--- config.mk ---
export PLATFORM = sky130hd
export DESIGN_NAME = row_shutter_seq
export DESIGN_NICKNAME = d
export VERILOG_FILES = /design/src/rtl/rsq_pkg.sv /design/src/rtl/rsq_ctrl.sv /design/src/rtl/rsq_reset_walker.sv /design/src/rtl/rsq_read_walker.sv /design/src/rtl/row_shutter_seq.sv
export SDC_FILE = /design/constraint.sdc
export NUM_CORES = 1
export LEC_CHECK = 0
export BUFFER_PORTS_ARGS = -buffer_cell sky130_fd_sc_hd__buf_2
export CELL_PAD_IN_SITES_DETAIL_PLACEMENT = 2
export CELL_PAD_IN_SITES_GLOBAL_PLACEMENT = 2
export CORE_MARGIN = 2
export CORE_UTILIZATION = 40
export CTS_CLUSTER_DIAMETER = 40
export CTS_CLUSTER_SIZE = 10
export DETAILED_ROUTE_END_ITERATION = 8
export PLACE_DENSITY = 0.83
export SYNTH_ARGS = -nofsm -noshare
export SYNTH_HDL_FRONTEND = slang
export SYNTH_HIERARCHICAL = 1
export SYNTH_SLANG_ARGS = --single-unit
--- constraint.sdc ---
create_clock -name clk -period 14.5 [get_ports clk]
set_input_delay 0.725 -clock clk [delete_from_list [all_inputs] [get_ports clk]]
set_output_delay 0.725 -clock clk [all_outputs]
set_load 0.02 [all_outputs]
--- src/rtl/rsq_pkg.sv ---
// Shared definitions for the rolling shutter row sequencer.
// Assumes nothing beyond the parameters of the modules that import it.
package rsq_pkg;
    // Low bits of the first window row that are forced to zero
    localparam int RSQ_ALIGN_BITS = 2;
    // Minimum distance from the first to the last window row
    localparam int RSQ_MIN_SPAN = 3;

    typedef enum logic [1:0] {
        RSQ_IDLE  = 2'd0,
        RSQ_RUN   = 2'd1,
        RSQ_DRAIN = 2'd2
    } rsq_state_e;
endpackage

--- src/rtl/rsq_ctrl.sv ---
// Run control for the row sequencer.
// - Detects the run request edge and starts a run on a tick.
// - Samples and clamps the window and integration settings at start.
// - Tracks how many frames have begun resetting but are not yet read out.
// - Decides graceful drain, abort or natural end.
// Assumes row_tick is a single-cycle strobe and that the settings
// are only sampled in the start slot.
module rsq_ctrl
    import rsq_pkg::*;
#(
    parameter int ROW_W = 10,
    parameter int INT_W = 16,
    parameter int CNT_W = 16
) (
    input  logic             clk,
    input  logic             rst_n,
    input  logic             tick,
    input  logic             run,
    input  logic             cont_in,
    input  logic             stop_at_end,
    input  logic [ROW_W-1:0] first_in,
    input  logic [ROW_W-1:0] last_in,
    input  logic [INT_W-1:0] integ_in,
    input  logic             rs_wrap,
    input  logic             rd_bottom,
    output logic             start,
    output logic             abort,
    output logic             slot,
    output logic [ROW_W-1:0] cfg_first,
    output logic [CNT_W-1:0] cfg_len,
    output logic [CNT_W-1:0] cfg_period,
    output logic [INT_W-1:0] cfg_integ,
    output logic             cont_ok,
    output logic             rd_more,
    output logic             run_flag,
    output logic             capture_q,
    output logic             abort_q
);
    localparam logic [ROW_W-1:0] ALIGN_MASK = ROW_W'((1 << RSQ_ALIGN_BITS) - 1);

    rsq_state_e       state_q;
    logic             run_d_q;
    logic             pend_q;
    logic [ROW_W-1:0] first_q;
    logic [CNT_W-1:0] len_q;
    logic [CNT_W-1:0] per_q;
    logic [INT_W-1:0] integ_q;
    logic             cont_q;
    logic [1:0]       out_q;

    logic [ROW_W-1:0] first_al;
    logic [ROW_W:0]   span_min;
    logic [ROW_W:0]   last_eff;
    logic [CNT_W-1:0] len_new;
    logic [INT_W-1:0] integ_new;
    logic [CNT_W-1:0] per_new;
    logic             idle;
    logic             finish;

    // Clamp the requested window and integration into a legal setting
    always_comb begin
        first_al  = first_in & ~ALIGN_MASK;
        span_min  = {1'b0, first_al} + (ROW_W+1)'(RSQ_MIN_SPAN);
        last_eff  = ({1'b0, last_in} < span_min) ? span_min : {1'b0, last_in};
        len_new   = CNT_W'(last_eff) - CNT_W'(first_al) + CNT_W'(1);
        integ_new = (integ_in == '0) ? INT_W'(1) : integ_in;
        per_new   = (CNT_W'(integ_new) > len_new) ? CNT_W'(integ_new) : len_new;
    end

    // Slot qualification, start/abort detection and frame bookkeeping terms
    always_comb begin
        idle       = (state_q == RSQ_IDLE);
        start      = tick & idle & pend_q & run;
        abort      = (state_q == RSQ_RUN) & ~run & ~stop_at_end;
        slot       = tick & ~idle & ~abort;
        cfg_first  = start ? first_al  : first_q;
        cfg_len    = start ? len_new   : len_q;
        cfg_period = start ? per_new   : per_q;
        cfg_integ  = start ? integ_new : integ_q;
        cont_ok    = cont_q & (state_q == RSQ_RUN) & run;
        rd_more    = ({1'b0, out_q} + {2'b00, rs_wrap}) > 3'd1;
        finish     = slot & rd_bottom & ~rd_more;
        run_flag   = ~idle;
    end

    // Run state, sampled settings, outstanding-frame count and end pulses
    always_ff @(posedge clk) begin
        if (!rst_n) begin
            state_q   <= RSQ_IDLE;
            run_d_q   <= 1'b0;
            pend_q    <= 1'b0;
            first_q   <= '0;
            len_q     <= '0;
            per_q     <= '0;
            integ_q   <= '0;
            cont_q    <= 1'b0;
            out_q     <= '0;
            capture_q <= 1'b0;
            abort_q   <= 1'b0;
        end else begin
            run_d_q   <= run;
            capture_q <= 1'b0;
            abort_q   <= 1'b0;
            if (!run || start) begin
                pend_q <= 1'b0;
            end else if (!run_d_q) begin
                pend_q <= 1'b1;
            end
            if (start) begin
                state_q <= RSQ_RUN;
                first_q <= first_al;
                len_q   <= len_new;
                per_q   <= per_new;
                integ_q <= integ_new;
                cont_q  <= cont_in;
                out_q   <= 2'd1;
            end else if (abort) begin
                state_q   <= RSQ_IDLE;
                out_q     <= '0;
                capture_q <= 1'b1;
                abort_q   <= 1'b1;
            end else begin
                if (state_q == RSQ_RUN && !run) begin
                    state_q <= RSQ_DRAIN;
                end
                if (slot) begin
                    out_q <= out_q + {1'b0, rs_wrap} - {1'b0, rd_bottom};
                end
                if (finish) begin
                    state_q   <= RSQ_IDLE;
                    capture_q <= 1'b1;
                end
            end
        end
    end
endmodule

--- src/rtl/rsq_reset_walker.sv ---
// Reset pointer of the row sequencer.
// Walks a phase counter through one frame period per frame. It issues a
// reset strobe in the first len phases and wraps or stops at the period
// end. Assumes period >= len >= 4 and that start and slot never coincide.
module rsq_reset_walker #(
    parameter int ROW_W = 10,
    parameter int CNT_W = 16
) (
    input  logic             clk,
    input  logic             rst_n,
    input  logic             start,
    input  logic             slot,
    input  logic             abort,
    input  logic [ROW_W-1:0] first,
    input  logic [CNT_W-1:0] len,
    input  logic [CNT_W-1:0] period,
    input  logic             cont_ok,
    output logic             wrap,
    output logic             strb,
    output logic [ROW_W-1:0] row
);
    logic             on_q;
    logic [CNT_W-1:0] ph_q;
    logic             at_end;

    // Period end detection and the frame-wrap decision
    always_comb begin
        at_end = (ph_q == period - CNT_W'(1));
        wrap   = slot & on_q & at_end & cont_ok;
    end

    // Phase counter and registered reset strobe/address
    always_ff @(posedge clk) begin
        if (!rst_n) begin
            on_q <= 1'b0;
            ph_q <= '0;
            strb <= 1'b0;
            row  <= '0;
        end else begin
            strb <= 1'b0;
            if (abort) begin
                on_q <= 1'b0;
            end else if (start) begin
                on_q <= 1'b1;
                ph_q <= CNT_W'(1);
                strb <= 1'b1;
                row  <= first;
            end else if (slot && on_q) begin
                if (ph_q < len) begin
                    strb <= 1'b1;
                    row  <= first + ROW_W'(ph_q);
                end
                if (at_end) begin
                    if (cont_ok) begin
                        ph_q <= '0;
                    end else begin
                        on_q <= 1'b0;
                    end
                end else begin
                    ph_q <= ph_q + CNT_W'(1);
                end
            end
        end
    end
endmodule

--- src/rtl/rsq_read_walker.sv ---
// Read pointer of the row sequencer.
// Waits integ-1 slots after the start slot, then follows the same phase
// pattern as the reset pointer, so each row is read integ slots after its
// reset. Stops after a bottom-row read when no further frame is pending.
// Assumes integ >= 1 and period >= len >= 4.
module rsq_read_walker #(
    parameter int ROW_W = 10,
    parameter int INT_W = 16,
    parameter int CNT_W = 16
) (
    input  logic             clk,
    input  logic             rst_n,
    input  logic             start,
    input  logic             slot,
    input  logic             abort,
    input  logic [ROW_W-1:0] first,
    input  logic [CNT_W-1:0] len,
    input  logic [CNT_W-1:0] period,
    input  logic [INT_W-1:0] integ,
    input  logic             more,
    output logic             bottom,
    output logic             strb,
    output logic [ROW_W-1:0] row,
    output logic             frame_q
);
    logic             on_q;
    logic [INT_W-1:0] wait_q;
    logic [CNT_W-1:0] ph_q;
    logic             reading;

    // A slot reads once the integration wait has run out
    always_comb begin
        reading = slot & on_q & (wait_q == '0);
        bottom  = reading & (ph_q == len - CNT_W'(1));
    end

    // Integration wait, read phase and registered read strobe/address
    always_ff @(posedge clk) begin
        if (!rst_n) begin
            on_q    <= 1'b0;
            wait_q  <= '0;
            ph_q    <= '0;
            strb    <= 1'b0;
            row     <= '0;
            frame_q <= 1'b0;
        end else begin
            strb    <= 1'b0;
            frame_q <= 1'b0;
            if (abort) begin
                on_q <= 1'b0;
            end else if (start) begin
                on_q   <= 1'b1;
                wait_q <= integ - INT_W'(1);
                ph_q   <= '0;
            end else if (slot && on_q) begin
                if (wait_q != '0) begin
                    wait_q <= wait_q - INT_W'(1);
                end else begin
                    if (ph_q < len) begin
                        strb <= 1'b1;
                        row  <= first + ROW_W'(ph_q);
                    end
                    if (bottom) begin
                        frame_q <= 1'b1;
                        if (!more) begin
                            on_q <= 1'b0;
                        end
                    end
                    if (ph_q == period - CNT_W'(1)) begin
                        ph_q <= '0;
                    end else begin
                        ph_q <= ph_q + CNT_W'(1);
                    end
                end
            end
        end
    end
endmodule

--- src/rtl/row_shutter_seq.sv ---
// Rolling shutter row sequencer, top level.
// One row slot per row_tick: resets one window row and reads the row whose
// integration has just expired. Supports single and continuous frames and
// graceful or immediate stop. All outputs are registered.
// Assumes row_tick is a one-cycle pulse from an external row timer.
module row_shutter_seq #(
    parameter int ROW_W = 10,
    parameter int INT_W = 16
) (
    input  logic             clk,
    input  logic             rst_n,
    input  logic             row_tick,
    input  logic             run_req,
    input  logic             cont_mode,
    input  logic             stop_at_end,
    input  logic [ROW_W-1:0] win_first,
    input  logic [ROW_W-1:0] win_last,
    input  logic [INT_W-1:0] integ_rows,
    output logic             rst_strobe,
    output logic [ROW_W-1:0] rst_row,
    output logic             rd_strobe,
    output logic [ROW_W-1:0] rd_row,
    output logic             row_done,
    output logic             frame_done,
    output logic             capture_done,
    output logic             run_flag
);
    localparam int CNT_W = ((ROW_W + 1) > INT_W) ? (ROW_W + 1) : INT_W;

    logic             start;
    logic             abort;
    logic             slot;
    logic [ROW_W-1:0] cfg_first;
    logic [CNT_W-1:0] cfg_len;
    logic [CNT_W-1:0] cfg_period;
    logic [INT_W-1:0] cfg_integ;
    logic             cont_ok;
    logic             rd_more;
    logic             rs_wrap;
    logic             rd_bottom;
    logic             rd_frame;
    logic             abort_q;

    rsq_ctrl #(
        .ROW_W(ROW_W), .INT_W(INT_W), .CNT_W(CNT_W)
    ) u_ctrl (
        .clk        (clk),
        .rst_n      (rst_n),
        .tick       (row_tick),
        .run        (run_req),
        .cont_in    (cont_mode),
        .stop_at_end(stop_at_end),
        .first_in   (win_first),
        .last_in    (win_last),
        .integ_in   (integ_rows),
        .rs_wrap    (rs_wrap),
        .rd_bottom  (rd_bottom),
        .start      (start),
        .abort      (abort),
        .slot       (slot),
        .cfg_first  (cfg_first),
        .cfg_len    (cfg_len),
        .cfg_period (cfg_period),
        .cfg_integ  (cfg_integ),
        .cont_ok    (cont_ok),
        .rd_more    (rd_more),
        .run_flag   (run_flag),
        .capture_q  (capture_done),
        .abort_q    (abort_q)
    );

    rsq_reset_walker #(
        .ROW_W(ROW_W), .CNT_W(CNT_W)
    ) u_rst (
        .clk    (clk),
        .rst_n  (rst_n),
        .start  (start),
        .slot   (slot),
        .abort  (abort),
        .first  (cfg_first),
        .len    (cfg_len),
        .period (cfg_period),
        .cont_ok(cont_ok),
        .wrap   (rs_wrap),
        .strb   (rst_strobe),
        .row    (rst_row)
    );

    rsq_read_walker #(
        .ROW_W(ROW_W), .INT_W(INT_W), .CNT_W(CNT_W)
    ) u_rd (
        .clk    (clk),
        .rst_n  (rst_n),
        .start  (start),
        .slot   (slot),
        .abort  (abort),
        .first  (cfg_first),
        .len    (cfg_len),
        .period (cfg_period),
        .integ  (cfg_integ),
        .more   (rd_more),
        .bottom (rd_bottom),
        .strb   (rd_strobe),
        .row    (rd_row),
        .frame_q(rd_frame)
    );

    // An abort reports row, frame and capture completion together
    always_comb begin
        row_done   = rd_strobe | abort_q;
        frame_done = rd_frame | abort_q;
    end
endmodule

# == Word level (Yosys, flattened, before mapping) ==
# Cells that the tools add are included.
# op_classes
add_sub_neg,14
n_lt_le_gt_ge,5
eq_ne,8
muxes,45
bitwise_logic,28
reduce_logical,30
# ops
op,count
$mux W16,16
$sub A16 B1 Y16 const B,4
$add A16 B1 Y16 const B,3
$eq A16 B16 Y1,3
$mux W10,4
$logic_not A16 Y1,2
$lt A16 B16 Y1,2
$mux W1,24
$add A10 B10 Y10,2
$and A1 B1 Y1,17
$gt A16 B16 Y1,1
$reduce_bool A16 Y1,1
$reduce_and A3 Y1,5
$reduce_bool A2 Y1,6
$sub A11 B10 Y12,1
$add A10 B2 Y11 const B,1
$lt A10 B11 Y1,1
$mux W11,1
$not A1 Y1,9
$ne A2 B2 Y1 const B,3
$reduce_or A2 Y1,3
$reduce_and A5 Y1,1
$reduce_or A5 Y1,1
$reduce_and A4 Y1,1
15 further kinds,18
# totals
reg_bits,140
in_bits,42
output_inout_bits,26
word_cells,153

# == Logic depth before layout (Yosys ltp) ==
# logic_depth
word_depth,19
mapped_depth,38
mapped_depth_nobuf,35

# == By module ==
# Netlist, hierarchy kept.
# by_module_without_submodules
module,n_inst,cells_each,area_each_um2,seq_area_each_um2
rsq_read_walker,1,558,4321.6,900.9
rsq_ctrl,1,523,4264.1,1341.3
rsq_reset_walker,1,366,2839.0,560.5
row_shutter_seq,1,2,12.5,0.0

# == Worst setup path after synthesis ==
# No wires, ideal clock.
# synth_timing
kind,input -> register
start,in win_first[4]
end,reg u_ctrl.out_q[0]
setup_time_ps,128
arrival_time_ps,8599
required_time_ps,14372
setup_slack_ps,5773
stages,35
n_path_buf,2
path_cell_list,inv_1 ha_1 a211oi_1 o22ai_1 a41oi_2 buf_2 mux2_2 ha_1 nor2b_4 o31a_1 o31a_4 o22a_1 or2_0 buf_4 o21ai_0 ha_1 and4_1 nand3_1 o21ai_0 a31oi_1 nand2_1 mux2_2 a21oi_1 inv_1 ha_1 nand2b_1 o211a_1 o31a_1 nor4b_2 nand4_1 nor4_1 ha_1 mux2_2 a21oi_1 nor2_1
# synth_between
elab_chain_cells,17
word_cells_on_any_way,21
classes_between,add/sub (7); order compare (2); eq/ne (2); mux (7); bitwise (3)
# synth_rtl
element,line,rtl
"start, declared",row_shutter_seq.sv:16,"input logic [ROW_W-1:0] win_first,"
$add A10 B2 Y11,rsq_ctrl.sv:63,"span_min = {1'b0, first_al} + (ROW_W+1)'(RSQ_MIN_SPAN);"
$lt A10 B11 Y1,rsq_ctrl.sv:64,"last_eff = ({1'b0, last_in} < span_min) ? span_min : {1'b0, last_in};"
$mux W11,rsq_ctrl.sv:64,
$sub A11 B10 Y12 *,rsq_ctrl.sv:65,len_new = CNT_W'(last_eff) - CNT_W'(first_al) + CNT_W'(1);
$add A16 B1 Y16 *,rsq_ctrl.sv:65,
$gt A16 B16 Y1,rsq_ctrl.sv:67,per_new = (CNT_W'(integ_new) > len_new) ? CNT_W'(integ_new) : len_new;
$mux W16 *,rsq_ctrl.sv:67,
$mux W16 *,rsq_ctrl.sv:78,cfg_period = start ? per_new : per_q;
via cfg_period[0],row_shutter_seq.sv:35,logic [CNT_W-1:0] cfg_period;
(+1 left out),n/a,
$eq A16 B16 Y1 *,rsq_reset_walker.sv:28,at_end = (ph_q == period - CNT_W'(1));
$and A1 B1 Y1 * (2 in a row),rsq_reset_walker.sv:29,wrap = slot & on_q & at_end & cont_ok;
via rs_wrap,row_shutter_seq.sv:39,logic rs_wrap;
$add A2 B1 Y2 *,rsq_ctrl.sv:127,"out_q <= out_q + {1'b0, rs_wrap} - {1'b0, rd_bottom};"
$sub A2 B1 Y2 *,rsq_ctrl.sv:127,
$mux W1 *,rsq_ctrl.sv:126,if (slot) begin
$mux W1 *,rsq_ctrl.sv:117,end else if (abort) begin
$mux W1 *,rsq_ctrl.sv:109,if (start) begin
"end signal, assigned",rsq_ctrl.sv:127,
"end, declared",rsq_ctrl.sv:49,logic [1:0] out_q;
# Mark *: on every way through the listed nets, which the timed path passes. The rest lies on a longest branch. The select of a mux whose other input is x is not followed.
# A chain may end at the register's enable or synchronous reset.

# == Worst setup path in the final report ==
# layout_timing
start,in win_first[2]
end,reg u_ctrl.out_q[0]
# Same word-level chain as after synthesis.

==> flow_metrics.tcl <==
set metrics [dict create \
    synthXorXnorAreaFrac_pct 8.708 \
    wl_per_cell_um 24.03 \
    cts_setup_buffers 0 \
    die-height_um 173.1 \
    cp.required_ps 14780 \
    comb_power_share_pct 31.2 \
    synth.ff_latch_count 140 \
    synth_top_family_by_area "simple AND/OR/NAND/NOR gates" \
    synthMuxAreaShare_pct 3.140 \
    endpoint_kind "flip-flop" \
    route.antenna.remaining_nets 0 \
    grt_pass1_wl_um 71190 \
    root_buffer "clkbuf_16" \
    ctsLongestPathBuffers 2 \
    swShare_pct 37.38 \
    hold_class "flip-flop to flip-flop" \
    gr-total-overflow 0 \
    criticalPathCategory "primary input to flip-flop" \
    clk-insertion-delay-late_ps 450 \
    cts_buffers 17 \
    setup_ws_ps 3272 \
    slew_headroom_pct 11.18 \
    maxCapViolCount 0 \
    worstHoldEndpoint "u_ctrl/integ_q[10]" \
    antenna_found_initial 0 \
    grt_pass1_vias 12510 \
    htreeDepth 4 \
    rows 61 \
    seqPwrFrac_pct 31.7 \
    syn_avg_cell_area_sq_um 7.893 \
    synth_top_area_share_pct 24.50 \
    fill_cells 3239 \
    post_drt_via_cell_ratio 6.094 \
    power_leakage_nw 5.231 \
    synth_flop_cell "dfxtp_1" \
    cts_resized 0 \
    num-nets-final 1612 \
    switchingPower_mw 0.4678 \
    synth_cells 1449 \
    antennaDiodeCount 0 \
    slowest_delay_ps 880 \
    worst_ep_arrival_time_ps 11510 \
    hold_depth 2 \
    final_cell_mix "dfxtp_1, nand2_1, nor2_1" \
    ctsHoldBuffers 0 \
    ys_types 106 \
    hpwl_um 31580 \
    synthTopCellsByArea "dfxtp_1, ha_1, xnor2_1, nand2_1, nor2_1" \
    synth_simple_gate_area_share_pct 26.21 \
    synth_top_cell_by_area "dfxtp_1" \
    drive_gt1_share_pct 13.48 \
    path_clk_slew_ps 80 \
    finalHoldViolations 0 \
    synth_seq_area_share_pct 24.50 \
    die-area_sq_um 29960 \
    first_iter_violations 671 \
    worstReg2RegStart "u_ctrl/state_q[1]" \
    grt.total_usage_pct 30.07 \
    r2r_end "u_ctrl/out_q[0]" \
    grt_max_degree 68 \
    synth_warnings 6 \
    fin_skew_ps 14.15 \
    synth_edf_count 0 \
    cts.sinks 140 \
    fp.coreArea_sq_um 27930 \
    p_per_area_nw_per_um2 98.64 \
    slew_viol_final 0 \
    syn_area_sq_um 11440 \
    power.clock.fraction_pct 37.1 \
    rsz0062_at_grt "no" \
    drt_pass1_iterations 5 \
    die_x_um 173.1 \
    layout_commonest_cell "dfxtp_1" \
    start_util_pct 40.94 \
    syn_nets 1583 \
    crit_path_max_fanout 12 \
    period_share_pct 77.44 \
    r2r_slack_ps 7500 \
    timing.fmax_mhz 89.06 \
    port_buffers 65 \
    tns_ps 0 \
    async_flop_share_pct 0 \
    gp_congestion 0.8695 \
    setup_viol 0 \
    setup.worst_path.start_class "primary input" \
    synthAdderAreaFrac_pct 10.26 \
    synthToLayoutAreaGrowth_pct 10.91 \
    period_needed_ps 11230 \
    ios 68 \
    p_int_mw 0.7835 \
    synth_compound_gate_area_share_pct 21.47 \
    status "completed" \
    wl_um 44920 \
    hp-start "u_ctrl/integ_q[10]" \
    worst_path_max_delay_cell "nor4_1" \
    cpMostUsedCell "ha_1" \
    cts_tree "built" \
    max-vdd-ir-drop_uv 57.97 \
    worst_slew_pin_slew_ps 1318 \
    pre_cts_ws_ps 3153 \
    vias 11390 \
    rr_worst_depth 19 \
    drc 0 \
]
==> synthesized netlist by cell type, drive strengths merged (13+ instances only) <==
| cell | n |
|---|---|
| mux2i | 22 |
| nor2 | 118 |
| nor4 | 17 |
| dfxtp | 140 |
| a221o | 13 |
| xor2 | 40 |
| a211oi | 27 |
| clkbuf | 60 |
| a21oi | 89 |
| xnor2 | 72 |
| nand4 | 17 |
| o31ai | 13 |
| ha | 89 |
| or3 | 27 |
| and3 | 23 |
| nand2 | 134 |
| nand3 | 37 |
| or2 | 18 |
| nor3 | 64 |
| o21a | 14 |
| o21ai | 71 |
| and2 | 36 |
| a21o | 15 |
| inv | 82 |
| nand2b | 17 |
| buf | 20 |
==> how the worst max path moves through the flow <==
stage	startpoint	endpoint	slack (ps)
2_1_floorplan	win_first[4]	u_ctrl/out_q[0]	5770
3_3_place_gp	win_first[2]	u_ctrl/out_q[0]	3530
3_5_place_dp	win_first[2]	u_ctrl/out_q[0]	3150
4_1_cts	win_first[6]	u_ctrl/out_q[0]	3420
5_1_grt	win_first[2]	u_ctrl/out_q[0]	2720
6_report	win_first[2]	u_ctrl/out_q[0]	3270
==> metal layers <==
metal  wire [um]  vias up  track usage, %
li1            -     5262               -
met1       19150     5719           36.30
met2       22190      309           53.52
met3        1600      100           2.968
met4        1982        0           14.27
met5           0        -               0
==> area by class of cell <==
type                    count  area, sq um  area share (%)
inverters                  82        309.0           2.436
clock buffers              17        425.4           3.354
well taps                 378        473.0           3.729
multi-input cells        1147         7998           63.05
repair buffers             90        513.0           4.044
clock inverters            15        163.9           1.292
flip-flops and latches    140         2803           22.10
==> through the flow <==
step	util [%]	cell area, sq um	total power [mW]	instances	hold WS (ps)
after global routing	45.41	12680	1.307	1869	505.1
after detailed placement	43.30	12100	0.7772	1837	461.1
after CTS	45.41	12680	1.251	1869	470.6
after global placement	43.30	12100	0.7594	1837	444.8
after floorplan	-	11440	0.6803	1449	432.2
final	45.41	12680	1.251	1869	472.2
==> critical path, delay by kind of cell <==
| kind | cells | cell delay [ps] |
|---|---|---|
| compound gates | 12 | 4230 |
| simple gates | 10 | 3150 |
| mux | 3 | 970 |
| fa+ha+maj | 6 | 2160 |
| buf+inv | 3 | 290 |
==> cells by family after synthesis <==
group,count (synthesis)
AOI/OAI and AO/OA,345
xor gates and xnor gates,112
adders and majority gates,92
buffers and inverters,162
DFF,140
muxes,34
and+or+nand+nor,564
==> power groups by stage <==
stage | Sequential [mW] | Clock [mW] | Combinational, mW
after global routing | 0.397 | 0.485 | 0.424
final | 0.397 | 0.464 | 0.391
after detailed placement | 0.405 | 0 | 0.372
after floorplan | 0.405 | 0 | 0.275
after global placement | 0.405 | 0 | 0.355
after CTS | 0.396 | 0.470 | 0.385
==> sequential cells by signal, summed over array words and instances (netlist names), 2 cells and up <==
signal,cells
u_ctrl/first_q,10
u_ctrl/integ_q,16
u_ctrl/len_q,16
u_ctrl/out_q,2
u_ctrl/per_q,16
u_ctrl/state_q,2
u_rd/ph_q,16
u_rd/row,10
u_rd/wait_q,16
u_rst/ph_q,16
u_rst/row,10
Note: power is estimated with default switching activity, not from simulation.
